[config.mk]
export PLATFORM = sky130hd
export DESIGN_NAME = dmaq_regs
export DESIGN_NICKNAME = d
export VERILOG_FILES = /design/src/rtl/dmaq_pkg.sv /design/src/rtl/dmaq_ptr_regs.sv /design/src/rtl/dmaq_irq_regs.sv /design/src/rtl/dmaq_gen_regs.sv /design/src/rtl/dmaq_regs.sv
export SDC_FILE = /design/constraint.sdc
export NUM_CORES = 2
export LEC_CHECK = 0
export ABC_AREA = 0
export BUFFER_PORTS_ARGS = -buffer_cell sky130_fd_sc_hd__buf_2
export CAP_MARGIN = 20
export CORE_MARGIN = 2
export CORE_UTILIZATION = 68
export DETAILED_ROUTE_END_ITERATION = 10
export GPL_TIMING_DRIVEN = 0
export PLACE_DENSITY = 0.85
export SLEW_MARGIN = 20
export SYNTH_ARGS = -nofsm -noshare
export SYNTH_HDL_FRONTEND = slang
export SYNTH_SLANG_ARGS = --single-unit
[constraint.sdc]
create_clock -name clk_i -period 5.05 [get_ports clk_i]
set_clock_uncertainty 0.05 [all_clocks]
set_input_delay 0.2525 -clock clk_i [delete_from_list [all_inputs] [get_ports clk_i]]
set_output_delay 0.2525 -clock clk_i [all_outputs]
set_load 0.02 [all_outputs]
[src/rtl/dmaq_pkg.sv]
package dmaq_pkg;
  localparam int unsigned DW = 32;
  typedef logic [DW-1:0] word_t;
  localparam word_t STS_RST = 32'hF800_0000;
  localparam int unsigned WIN_BYTES = 'h7C;
endpackage

[src/rtl/dmaq_ptr_regs.sv]
module dmaq_ptr_regs
  import dmaq_pkg::*;
#(
  parameter word_t PTR_MASK = 32'h00FF_FFF8,
  parameter word_t KEY      = 32'hC0DE_0001
) (
  input  logic  clk_i,
  input  logic  rst_ni,
  input  logic  end_we_i,
  input  logic  wrp_we_i,
  input  logic  rdp_we_i,
  input  word_t wdata_i,
  output word_t end_o,
  output word_t wrp_o,
  output word_t rdp_o,
  output logic  cmp_evt_o
);
  word_t end_q, wrp_q, rdp_q;
  logic  supp_q;

  always_ff @(posedge clk_i or negedge rst_ni) begin
    if (!rst_ni) begin
      end_q  <= '0;
      wrp_q  <= '0;
      rdp_q  <= '0;
      supp_q <= 1'b0;
    end else begin
      if (end_we_i) end_q <= wdata_i & PTR_MASK;
      if (wrp_we_i) begin
        wrp_q  <= wdata_i & PTR_MASK;
        rdp_q  <= wdata_i & PTR_MASK;
        supp_q <= 1'b0;
      end else if (rdp_we_i && wdata_i == KEY) begin
        supp_q <= 1'b1;
      end
    end
  end

  assign cmp_evt_o = wrp_we_i & ~supp_q;
  assign end_o = end_q;
  assign wrp_o = wrp_q;
  assign rdp_o = rdp_q;


  wrp_copy_chk: assert property (@(posedge clk_i) disable iff (!rst_ni)
    wrp_we_i |=> rdp_q == wrp_q);

  supp_once_chk: assert property (@(posedge clk_i) disable iff (!rst_ni)
    (wrp_we_i && supp_q) |=> !supp_q);

  rdp_hold_chk: assert property (@(posedge clk_i) disable iff (!rst_ni)
    (rdp_we_i && !wrp_we_i) |=> $stable(rdp_q));
endmodule

[src/rtl/dmaq_irq_regs.sv]
module dmaq_irq_regs
  import dmaq_pkg::*;
#(
  parameter word_t       ENA_MASK = 32'h0170_03FF,
  parameter int unsigned CMP_LO   = 16
) (
  input  logic  clk_i,
  input  logic  rst_ni,
  input  logic  cmp_evt_i,
  input  logic  ena_we_i,
  input  logic  sts_we_i,
  input  word_t wdata_i,
  output word_t ena_o,
  output word_t sts_o,
  output logic  irq_o
);
  localparam word_t CMP_MASK = word_t'(32'h3) << CMP_LO;

  word_t ena_q, sts_q;
  logic  irq_q;
  logic  clr_hit;

  assign clr_hit = sts_we_i && |(wdata_i & CMP_MASK);

  always_ff @(posedge clk_i or negedge rst_ni) begin
    if (!rst_ni) begin
      ena_q <= '0;
      sts_q <= STS_RST;
      irq_q <= 1'b0;
    end else begin
      if (ena_we_i) ena_q <= wdata_i & ENA_MASK;
      if (cmp_evt_i) begin
        sts_q <= sts_q | CMP_MASK;
        if (|(ena_q & CMP_MASK)) irq_q <= 1'b1;
      end else if (clr_hit) begin
        sts_q <= sts_q & ~CMP_MASK;
        irq_q <= 1'b0;
      end
    end
  end

  assign ena_o = ena_q;
  assign sts_o = sts_q;
  assign irq_o = irq_q;


  cmp_set_chk: assert property (@(posedge clk_i) disable iff (!rst_ni)
    cmp_evt_i |=> (sts_q & CMP_MASK) == CMP_MASK);

  irq_clr_chk: assert property (@(posedge clk_i) disable iff (!rst_ni)
    (clr_hit && !cmp_evt_i) |=> !irq_q);

  irq_src_chk: assert property (@(posedge clk_i) disable iff (!rst_ni)
    $rose(irq_q) |-> $past(cmp_evt_i));
endmodule

[src/rtl/dmaq_gen_regs.sv]
module dmaq_gen_regs
  import dmaq_pkg::*;
#(
  parameter int unsigned NWORDS = 31,
  parameter int unsigned IDX_W  = 6
) (
  input  logic             clk_i,
  input  logic             rst_ni,
  input  logic             we_i,
  input  logic [IDX_W-1:0] idx_i,
  input  word_t            wdata_i,
  output word_t            rdata_o
);
  word_t mem_q [NWORDS];

  for (genvar g = 0; g < NWORDS; g++) begin : g_word
    always_ff @(posedge clk_i or negedge rst_ni) begin
      if (!rst_ni)                                 mem_q[g] <= '0;
      else if (we_i && idx_i == IDX_W'(g))         mem_q[g] <= wdata_i;
    end
  end

  always_comb begin
    rdata_o = '0;
    for (int i = 0; i < NWORDS; i++)
      if (idx_i == IDX_W'(i)) rdata_o = mem_q[i];
  end
endmodule

[src/rtl/dmaq_regs.sv]
module dmaq_regs
  import dmaq_pkg::*;
#(
  parameter int unsigned     ADDR_W   = 8,
  parameter logic [ADDR_W-1:0] END_OFS = 8'h18,
  parameter logic [ADDR_W-1:0] WRP_OFS = 8'h1C,
  parameter logic [ADDR_W-1:0] RDP_OFS = 8'h20,
  parameter logic [ADDR_W-1:0] ENA_OFS = 8'h38,
  parameter logic [ADDR_W-1:0] STS_OFS = 8'h3C,
  parameter word_t           ENA_MASK = 32'h0170_03FF,
  parameter word_t           PTR_MASK = 32'h00FF_FFF8,
  parameter word_t           KEY      = 32'hC0DE_0001,
  parameter int unsigned     CMP_LO   = 16
) (
  input  logic              clk_i,
  input  logic              rst_ni,
  input  logic              req_i,
  input  logic              we_i,
  input  logic [ADDR_W-1:0] addr_i,
  input  logic [31:0]       wdata_i,
  output logic [31:0]       rdata_o,
  output logic              irq_o
);
  localparam int unsigned IDX_W  = ADDR_W - 2;
  localparam int unsigned NWORDS = WIN_BYTES / 4;

  logic in_win, wr, hit_end, hit_wrp, hit_rdp, hit_ena, hit_sts, hit_special;
  logic cmp_evt;
  word_t end_w, wrp_w, rdp_w, ena_w, sts_w, gen_w;

  assign in_win      = 32'(addr_i) < WIN_BYTES;
  assign wr          = req_i & we_i & in_win;
  assign hit_end     = addr_i == END_OFS;
  assign hit_wrp     = addr_i == WRP_OFS;
  assign hit_rdp     = addr_i == RDP_OFS;
  assign hit_ena     = addr_i == ENA_OFS;
  assign hit_sts     = addr_i == STS_OFS;
  assign hit_special = hit_end | hit_wrp | hit_rdp | hit_ena | hit_sts;

  dmaq_ptr_regs #(.PTR_MASK(PTR_MASK), .KEY(KEY)) u_ptr (
    .clk_i, .rst_ni,
    .end_we_i (wr & hit_end),
    .wrp_we_i (wr & hit_wrp),
    .rdp_we_i (wr & hit_rdp),
    .wdata_i,
    .end_o    (end_w),
    .wrp_o    (wrp_w),
    .rdp_o    (rdp_w),
    .cmp_evt_o(cmp_evt)
  );

  dmaq_irq_regs #(.ENA_MASK(ENA_MASK), .CMP_LO(CMP_LO)) u_irq (
    .clk_i, .rst_ni,
    .cmp_evt_i(cmp_evt),
    .ena_we_i (wr & hit_ena),
    .sts_we_i (wr & hit_sts),
    .wdata_i,
    .ena_o    (ena_w),
    .sts_o    (sts_w),
    .irq_o
  );

  dmaq_gen_regs #(.NWORDS(NWORDS), .IDX_W(IDX_W)) u_gen (
    .clk_i, .rst_ni,
    .we_i   (wr & ~hit_special),
    .idx_i  (addr_i[ADDR_W-1:2]),
    .wdata_i,
    .rdata_o(gen_w)
  );

  always_comb begin
    if (!in_win)      rdata_o = '0;
    else if (hit_end) rdata_o = end_w;
    else if (hit_wrp) rdata_o = wrp_w;
    else if (hit_rdp) rdata_o = rdp_w;
    else if (hit_ena) rdata_o = ena_w;
    else if (hit_sts) rdata_o = sts_w;
    else              rdata_o = gen_w;
  end


  oob_wr_chk: assert property (@(posedge clk_i) disable iff (!rst_ni)
    (req_i && we_i && !in_win) |=> ($stable(end_w) && $stable(wrp_w) &&
                                   $stable(ena_w) && $stable(sts_w)));

  rst_irq_chk: assert property (@(posedge clk_i) !rst_ni |-> !irq_o);
endmodule

==> metrics.txt <==
status finished, violations left; failing checks DRC, capacitance limit, setup timing; final period utilization 107%; largest net degree at the start of global routing 145; arrival time of the worst setup path 5.12 ns; fraction of post-synthesis cell area in the top cell type by area 52.9%; setup repair after global routing missed its margin no; number of failing setup endpoints in the final timing report 21; Top Metal Used met5; number of placed I/O pins 77; max-capacitance violation count 1; clock tree buffer depth 3; critical path class in2out; net switching fraction of the power 25.6%; width of the die 274 um; row cnt 99; sequential area share after synthesis 52.9%; number of pins with negative max-slew slack in the final report 0; Antenna Violating Nets Remaining 0; Least-Margin Pin Slew 1.46 ns; DR DRC count 5; number of detailed-route iterations in the first pass 11; post-layout minimum cycle time 5.42 ns; Worst setup EP type primary output; Highest Clock Rate 184 MHz; post-layout net count 4,076; worst-case hold slack 0.0196 ns; most frequent cells after synthesis dfrtp_1 (1,050), mux2_2 (733), mux2_4 (300), clkbuf_1 (202), o21ai_0 (150); required time at the endpoint of the critical path 4.75 ns; synthesized area divided by synthesized cell count 13.0 um2; placeable core area 72,600 um2; growth of design area from synthesis to finish 11.9%; most used standard cell by instance count after synthesis dfrtp_1; detailed-route wire length per cell 39.9 um; count of cell types in the netlist 86; Clock Root Buffer clkbuf_16; number of flops mapped to enable cells by yosys 0; Vias 40,600; type of the worst min-delay path in2reg; Filler cells 4,255; routed length on met3 36,000 um; vias in the first global route 39,300; Via-to-Cell Ratio 7.95; clock-pin slew on the worst setup and hold paths 0.07 ns; H-tree depth reported by CTS 3; dominant cells by area after synthesis dfrtp_1 (53%), mux2_2 (17%), mux2_4 (9.1%); final wirelength 204,000 um; CTS tree yes; Met1 Wirelength 64,400 um; DP Area 51,500 um2; Pwr Density 335 nW/um2; cells along the critical path buf_2 > buf_2 > buf_2 > nor4b_4 > nand2_1 > o21ai_0 > a31o_2 > nor4bb_2 > a221oi_1 > buf_2; CP max stage cell o21ai_0; aggregate global-route resource usage 54.4%; global-route wire length before repair 286,000 um; die footprint 75,200 um2; Ys Warns 0; RD Place Congestion 1.13; number of buffers inserted by post-CTS setup repair 0; most repeated library cell on the critical path buf_2; Max Fanout on Critical Path 10; vertical extent of the die 274 um; worst slew slack as a fraction of its limit 1.33%; Post-Syn Nets 3,858; Post-Route Utilization 76.6%; layout cells sized above 1 37.6%; antenna violations before repair 32; dpl hpwl 135,000 um; area of the mapped netlist 49,700 um2; internal power consumption 0.0138 W; Design Area, Final 55,600 um2; prevailing post-synth register cell dfrtp_1; portion of total power attributed to sequential cells 48.6%; share of power burned in combinational logic 8.4%; largest stage delay on the critical path 1.26 ns; count of input and output buffers 73; met2 wire length 79,200 um; switching power 0.00477 W; Synth Instances 3,814; number of hold-slack violations in the final timing report 0; cts bufs inserted 104; initial cell density of the core 68.4%; portion of total power attributed to the clock network 43.0%; total grt overflow 0; least setup slack across all paths after layout -0.371 ns; startpoint type of the worst setup path primary input; Worst IR Drop VDD 0.386 mV; leakage component of the power 26.6 nW; flip-flop and latch count after synthesis 1,050; fraction of synthesis flops using an asynchronous set or reset pin 100%; worst-skew pair later-pin latency 0.69 ns; DRC marker count from the first detailed-route iteration 8,454; clock sink total 1,050; most area-hungry cell type in the Yosys netlist dfrtp_1
==> area by class of cell <==
| class | count | area [um2] | share of cell area (%) |
|---|---|---|---|
| buffer | 363 | 1810 | 3.25 |
| inverter | 3 | 11.3 | 0.0203 |
| tap | 959 | 1200 | 2.16 |
| clock inverter | 31 | 295 | 0.531 |
| timing repair buffer | 113 | 902 | 1.62 |
| clock buffer | 158 | 3160 | 5.68 |
| antenna | 33 | 82.6 | 0.149 |
| multi-input combinational | 2397 | 21800 | 39.3 |
| sequential | 1050 | 26300 | 47.3 |
==> flip-flops by register name, indices dropped and copies added (netlist names) <==
signal        cells
u_irq.ena_o      14
u_irq.sts_o       1
u_gen.mem_q     992
u_ptr.supp_q      1
u_ptr.end_o      21
u_ptr.rdp_o      21
==> routing by layer <==
| layer | vias to the layer above | global-route usage (%) |
|---|---|---|
| met2 | 4452 | 70.1 |
| li1 | 14700 | - |
| met5 | - | 6.48 |
| met3 | 1543 | 34.0 |
| met4 | 30 | 47.5 |
| met1 | 19900 | 61.7 |
==> cells by family (layout without fill, tap and decap cells) <==
kind of cell / Yosys count / count (layout) / synth area share [%]
DFF: 1050 / 1050 / 52.9
buffers and inverters: 367 / 668 / 3.59
and+or+nand+nor: 532 / 532 / 5.55
muxes: 1089 / 1089 / 27.1
other: 1 / 34 / 0.00755
AOI/OAI and AO/OA: 775 / 775 / 10.9
==> cell usage in the layout, fill, tap and decap left out, types with 61 or more instances in the layout <==
cell       netlist  final
dfrtp_1       1050   1050
mux2_2         733    733
mux2_4         300    300
clkbuf_1       202    205
buf_2          111    185
o21ai_0        150    146
nor2_1         142    135
a22oi_1        135    135
nand2_1        133    132
a21oi_1        137    131
clkbuf_16        0    106
a221oi_1        64     61
==> timing repair <==
item	in CTS	in global routing
endpoints found under the hold margin	340	0
hold buffers	22	0
gates resized for setup	11	47
setup endpoints to repair	12	23
cloned	0	0
pin swaps	0	0
==> through the flow <==
| stage | total power, W | std cells | worst slack (ns) | TNS, ns |
|---|---|---|---|---|
| 3_5_place_dp | 0.0106 | 4857 | -0.428 | -1.56 |
| 4_1_cts | 0.0183 | 5067 | -0.00670 | -0.00670 |
| 2_1_floorplan | 0.00983 | 3814 | 2.00 | 0 |
| 5_1_grt | 0.0189 | 5076 | 0.0144 | 0 |
| 6_report | 0.0186 | 5107 | -0.371 | -2.41 |
| 3_3_place_gp | 0.0105 | 4846 | -18.59 | - |
==> power by group through the flow <==
stage               Clock (W)  Sequential, W  Combinational, W
floorplan                   0        0.00908          0.000745
global placement            0        0.00915           0.00134
finish                0.00799        0.00904           0.00157
global route          0.00822        0.00906           0.00158
detailed placement          0        0.00916           0.00141
CTS                   0.00786        0.00902           0.00144
==> path summary, 6_finish.rpt <==
check | depth (start not counted) | endpoint | slack (ns) | from
max | 10 | rdata_o[0] | -0.37 | addr_i[7]
min | 2 | u_gen.mem_q[827]$_DFFE_PN0P_ | 0.02 | wdata_i[27]
max reg2reg | 1 | u_gen.mem_q[50]$_DFFE_PN0P_ | 3.97 | u_gen.mem_q[50]$_DFFE_PN0P_
min reg2reg | 1 | u_gen.mem_q[926]$_DFFE_PN0P_ | 0.44 | u_gen.mem_q[926]$_DFFE_PN0P_
max in group asynchronous | 5 | u_gen.mem_q[877]$_DFFE_PN0P_ | 2.99 | rst_ni
min in group asynchronous | 3 | u_gen.mem_q[201]$_DFFE_PN0P_ | 0.16 | rst_ni
==> critical path: cells and delay by family <==
family,cells,cell delay (ns)
buffers and inverters,4,0.83
AOI/OAI and AO/OA,3,1.88
and+or+nand+nor,3,2.14
(Power assumes the default switching activity.)
